**src/rtl/lfs_pkg.sv**
```systemverilog
package lfs_pkg;
  typedef enum logic [1:0] {
    LS_LOW  = 2'd0,
    LS_GRST = 2'd1,
    LS_OK   = 2'd2
  } line_st_t;
endpackage

```
**src/rtl/lfs_blank_timer.sv**
```systemverilog
module lfs_blank_timer #(
  parameter int BLANK_TICKS = 50
) (
  input  logic clk,
  input  logic rst,
  input  logic arm,
  input  logic below,
  input  logic tick,
  output logic expire
);
  localparam int CW = $clog2(BLANK_TICKS + 1);
  localparam logic [CW-1:0] LAST = CW'(BLANK_TICKS - 1);

  logic [CW-1:0] cnt_q;
  logic [CW-1:0] cnt_d;

  always_comb begin
    expire = 1'b0;
    cnt_d  = cnt_q;
    if (!arm || !below) begin
      cnt_d = '0;
    end else if (tick) begin
      if (cnt_q == LAST) begin
        expire = 1'b1;
        cnt_d  = '0;
      end else begin
        cnt_d = cnt_q + 1'b1;
      end
    end
  end

  always_ff @(posedge clk) begin
    if (rst) cnt_q <= '0;
    else     cnt_q <= cnt_d;
  end


  cnt_bound_chk: assert property (@(posedge clk) disable iff (rst)
    cnt_q <= LAST);

  cnt_clear_chk: assert property (@(posedge clk) disable iff (rst)
    !below |=> cnt_q == '0);

  cnt_hold_chk: assert property (@(posedge clk) disable iff (rst)
    (arm && below && !tick) |=> $stable(cnt_q));
endmodule

```
**src/rtl/lfs_fault_latch.sv**
```systemverilog
module lfs_fault_latch (
  input  logic clk,
  input  logic rst,
  input  logic set,
  input  logic clr,
  output logic latch_q,
  output logic latch_d
);
  always_comb begin
    if (clr)      latch_d = 1'b0;
    else if (set) latch_d = 1'b1;
    else          latch_d = latch_q;
  end

  always_ff @(posedge clk) begin
    if (rst) latch_q <= 1'b0;
    else     latch_q <= latch_d;
  end


  latch_hold_chk: assert property (@(posedge clk) disable iff (rst)
    (latch_q && !clr) |=> latch_q);

  latch_set_chk: assert property (@(posedge clk) disable iff (rst)
    (set && !clr) |=> latch_q);

  latch_clr_chk: assert property (@(posedge clk) disable iff (rst)
    clr |=> !latch_q);
endmodule

```
**src/rtl/lfs_line_fsm.sv**
```systemverilog
module lfs_line_fsm
  import lfs_pkg::*;
(
  input  logic     clk,
  input  logic     rst,
  input  logic     rise_ok,
  input  logic     expire,
  output line_st_t st_q,
  output line_st_t st_d
);
  always_comb begin
    st_d = st_q;
    unique case (st_q)
      LS_LOW:  if (rise_ok) st_d = LS_GRST;
      LS_GRST: st_d = LS_OK;
      LS_OK:   if (expire) st_d = LS_LOW;
      default: st_d = LS_LOW;
    endcase
  end

  always_ff @(posedge clk) begin
    if (rst) st_q <= LS_LOW;
    else     st_q <= st_d;
  end


  grst_single_chk: assert property (@(posedge clk) disable iff (rst)
    (st_q == LS_GRST) |=> (st_q == LS_OK));

  no_skip_chk: assert property (@(posedge clk) disable iff (rst)
    (st_q == LS_LOW) |=> (st_q != LS_OK));

  stay_low_chk: assert property (@(posedge clk) disable iff (rst)
    (st_q == LS_LOW && !rise_ok) |=> (st_q == LS_LOW));
endmodule

```
**src/rtl/line_fault_supervisor.sv**
```systemverilog
module line_fault_supervisor
  import lfs_pkg::*;
#(
  parameter int BLANK_TICKS = 50
) (
  input  logic clk,
  input  logic rst,
  input  logic tick,
  input  logic line_rise_ok,
  input  logic line_fall_low,
  input  logic fault_ovp,
  input  logic fault_otp,
  output logic run_en,
  output logic latched_off,
  output logic gen_reset
);
  line_st_t st_q;
  line_st_t st_d;
  logic     expire;
  logic     latch_d;
  logic     run_q;

  lfs_blank_timer #(.BLANK_TICKS(BLANK_TICKS)) u_timer (
    .clk    (clk),
    .rst    (rst),
    .arm    (st_q == LS_OK),
    .below  (line_fall_low),
    .tick   (tick),
    .expire (expire)
  );

  lfs_line_fsm u_fsm (
    .clk     (clk),
    .rst     (rst),
    .rise_ok (line_rise_ok),
    .expire  (expire),
    .st_q    (st_q),
    .st_d    (st_d)
  );

  lfs_fault_latch u_latch (
    .clk     (clk),
    .rst     (rst),
    .set     (fault_ovp),
    .clr     (st_q == LS_GRST),
    .latch_q (latched_off),
    .latch_d (latch_d)
  );

  always_ff @(posedge clk) begin
    if (rst) run_q <= 1'b0;
    else     run_q <= (st_d == LS_OK) && !latch_d && !fault_ovp && !fault_otp;
  end

  assign run_en    = run_q;
  assign gen_reset = (st_q == LS_GRST);


  pulse_width_chk: assert property (@(posedge clk) disable iff (rst)
    gen_reset |=> !gen_reset);

  no_run_in_pulse_chk: assert property (@(posedge clk) disable iff (rst)
    gen_reset |-> !run_en);

  otp_block_chk: assert property (@(posedge clk) disable iff (rst)
    fault_otp |=> !run_en);

  ovp_block_chk: assert property (@(posedge clk) disable iff (rst)
    fault_ovp |=> !run_en);

  stop_cause_chk: assert property (@(posedge clk) disable iff (rst)
    (st_q == LS_OK && st_d == LS_LOW) |-> (line_fall_low && tick));
endmodule

```
**config.mk**
```make
export PLATFORM = sky130hd
export DESIGN_NAME = line_fault_supervisor
export DESIGN_NICKNAME = d
export VERILOG_FILES = /design/src/rtl/lfs_pkg.sv /design/src/rtl/lfs_blank_timer.sv /design/src/rtl/lfs_fault_latch.sv /design/src/rtl/lfs_line_fsm.sv /design/src/rtl/line_fault_supervisor.sv
export SDC_FILE = /design/constraint.sdc
export NUM_CORES = 1
export LEC_CHECK = 0
export BUFFER_PORTS_ARGS = -buffer_cell sky130_fd_sc_hd__buf_4
export CAP_MARGIN = 20
export CORE_MARGIN = 4
export CORE_UTILIZATION = 35
export CTS_CLUSTER_DIAMETER = 80
export DETAILED_ROUTE_END_ITERATION = 6
export SLEW_MARGIN = 20
export SYNTH_ARGS = -nofsm -noshare
export SYNTH_HDL_FRONTEND = slang
export SYNTH_SLANG_ARGS = --single-unit
```
**constraint.sdc**
```tcl
create_clock -name clk -period 2.2 [get_ports clk]
set_input_delay 0.33 -clock clk [delete_from_list [all_inputs] [get_ports clk]]
set_output_delay 0.33 -clock clk [all_outputs]
set_load 0.01 [all_outputs]
```
==> results by group <==
Clock network
  • CTS Sinks: 10
  • CTS Root Cell: clkbuf_4
  • CTS resizes: 0
  • Clk slew on worst S/H paths: 70 ps
  • H-tree depth: 1
  • CTS tree: built
  • CTS Hold Bufs: 0
  • Setup Buffers After CTS: 0
  • Max clock buf depth: 2
  • Insertion delay to the later sink of the worst-skew pair: 260 ps
  • TritonCTS Buffers: 3

Worst setup path
  • Startpoint Class: flip-flop
  • Worst-path fanout max: 3
  • R2R Setup Slk: 970 ps
  • Reg2Reg Depth: 5
  • Reg2reg end: run_en
  • Critical Path AT: 990 ps
  • Worst r2r src: u_timer.cnt_q[1]
  • Crit path capture type: output pin
  • CP required: 1870 ps
  • Crit Path Class: reg2out

Timing
  • Crit share post-route: 0.602
  • RSZ-0062 raised after global routing: false
  • Final TNS setup: 0 ps
  • Setup ws final: 875 ps
  • Clk_skew: 3.59 ps
  • Max-slew violation count: 0
  • Slew Limit Headroom: 0.812
  • Worst-margin pin slew: 282 ps
  • F_max: 755 MHz
  • Final Hold Fails: 0
  • Min Tclk post-route: 1320 ps
  • Endpoints failing setup: 0

Detailed routing
  • Post-route DRC violation count: 0
  • WL per Instance: 11.1 um
  • Via/cell ratio: 4.97
  • Routed vias: 363
  • Post-DRT Antenna Nets: 0
  • Pre-antenna DRT Iters: 4
  • DRT iter0 DRCs: 6
  • WL final: 813 um

Die
  • Die height: 45.2 um
  • # rows: 13
  • Die area: 2050 um2
  • Chip width: 45.2 um
  • Starting Density: 0.373
  • Top-Level Pins: 10
  • Core area: 1300 um2

Synth
  • Cell Area, Synth: 485 um2
  • Count leader, synth: dfxtp_1
  • Yosys warns: 0
  • Syn_area_per_cell: 10.3 um2
  • Post-synth EDFFs: 0
  • Distinct cell type count after synthesis: 23
  • Post-synthesis sequential area ratio: 0.412
  • Primary FF master, synth: dfxtp_1
  • Top cells by area, synth: dfxtp_1 41%, nand4bb_4 5.7%, o2111ai_4 5.4%
  • Yosys reg bits: 10
  • Ys async rst share: 0
  • Area share of the largest cell type after synthesis: 0.412
  • Syn Inst Count: 47
  • Post-Syn Nets: 56
  • Area leader, netlist: dfxtp_1
  • Synth cell count leaders: 10 x dfxtp_1, 6 x nor2_1, 4 x inv_1

Power
  • Max VDD drop: 0.276 mV
  • Pwr dens: 602 nW/um2
  • LEAKAGE: 0.000213 uW
  • Overall power after layout: 351 uW

Hold path
  • Hold WC Path Type: in2reg
  • Hold Path Cell Cnt: 2
  • Hold EP: run_en
  • Worst hold start: fault_otp

Placed design
  • PortBufs: 9
  • Final Wtd Congestion: 0.683
  • DP Worst Slack: 965 ps

Global routing
  • First-pass GRT wire length: 1.35 mm
  • Initial antenna violation count: 0
  • Total global routing overflow: 0
  • Vias in the first global route: 328
  • Largest net degree at the start of global routing: 8
  • Overall routing resource usage: 0.0980

Layout
  • Final net count: 69
  • # fillers: 132
  • Fraction of layout cells with a size suffix above 1: 0.310
  • Area delta synth->final: 20.1%
  • Antenna cell count: 0

Status
  • Status: complete, no violations

Job
  • Max cap viols: 0
==> state kept, by name (all words and copies together) (netlist names) <==
name,cells
run_en,1
u_fsm.st_q,2
u_timer.cnt_q,6
u_latch.latch_q,1
==> placed cells by master (no fill, tap or decap) <==
cell type / n
a2111oi_2: 1
a211oi_1: 1
a21oi_1: 1
a21oi_2: 1
and2b_2: 1
buf_4: 9
clkbuf_4: 3
dfxtp_1: 10
ha_1: 2
inv_1: 4
nand2_1: 3
nand2b_1: 1
nand3_1: 1
nand4_1: 2
nand4bb_4: 1
nor2_1: 6
nor3_1: 1
nor4b_1: 1
o2111ai_4: 1
o211ai_2: 1
o21ai_0: 2
or3_1: 1
xnor2_1: 1
xor2_1: 3
==> worst max-delay path by stage <==
stage                     slack (ps)  cells past startpoint             start   endpoint
after CTS                        860                      3     u_fsm.st_q[1]  gen_reset
after global routing             790                      3     u_fsm.st_q[1]  gen_reset
final                            880                      3     u_fsm.st_q[1]  gen_reset
after floorplan                 1030                      5  u_timer.cnt_q[1]     run_en
after global placement           980                      5  u_timer.cnt_q[1]     run_en
after detailed placement         970                      5  u_timer.cnt_q[1]     run_en
==> worst max-delay path, stage by stage, from the launching register on <==
cell,delay (ps)
dfxtp_1,340
nand2b_1,180
inv_1,70
buf_4,140
==> per-layer routing <==
metal / global-route usage / share of wire / up-vias
li1: - / - / 187
met1: 0.121 / 0.49 / 166
met2: 0.121 / 0.44 / 6
met3: 0.0239 / 0.032 / 4
met4: 0.123 / 0.036 / 0
met5: 0 / 0 / -
==> logic make-up (layout without fill, tap and decap cells) <==
family,count (synthesis),in the layout,synth area share
xor+xnor,4,4,0.0722
simple gates,18,18,0.235
compound gates,8,8,0.175
buf+inv,5,16,0.0541
flops,10,10,0.412
fa+ha+maj,2,2,0.0515
==> where the power goes <==
group          internal (uW)  switching (uW)
combinational           18.7            17.8
sequential               186            3.20
clock                   63.2            62.3
total                    268            83.3
==> final cells by class <==
class                   count  area (um2)  area share
repair buffers              9        67.6       0.116
clock buffers               3        22.5      0.0386
flip-flops and latches     10         200       0.343
well taps                  15        18.8      0.0322
inverters                   4        15.0      0.0258
multi-input cells          32         259       0.444
==> through the flow <==
step,hold slack [ps],std cells,utilization,cell area [um2]
detailed placement,435,70,0.431,561
global route,220,73,0.448,583
floorplan,399,47,-,485
global placement,421,70,0.431,561
finish,224,73,0.448,583
CTS,216,73,0.448,583
Power figures use the tool's default switching activity.
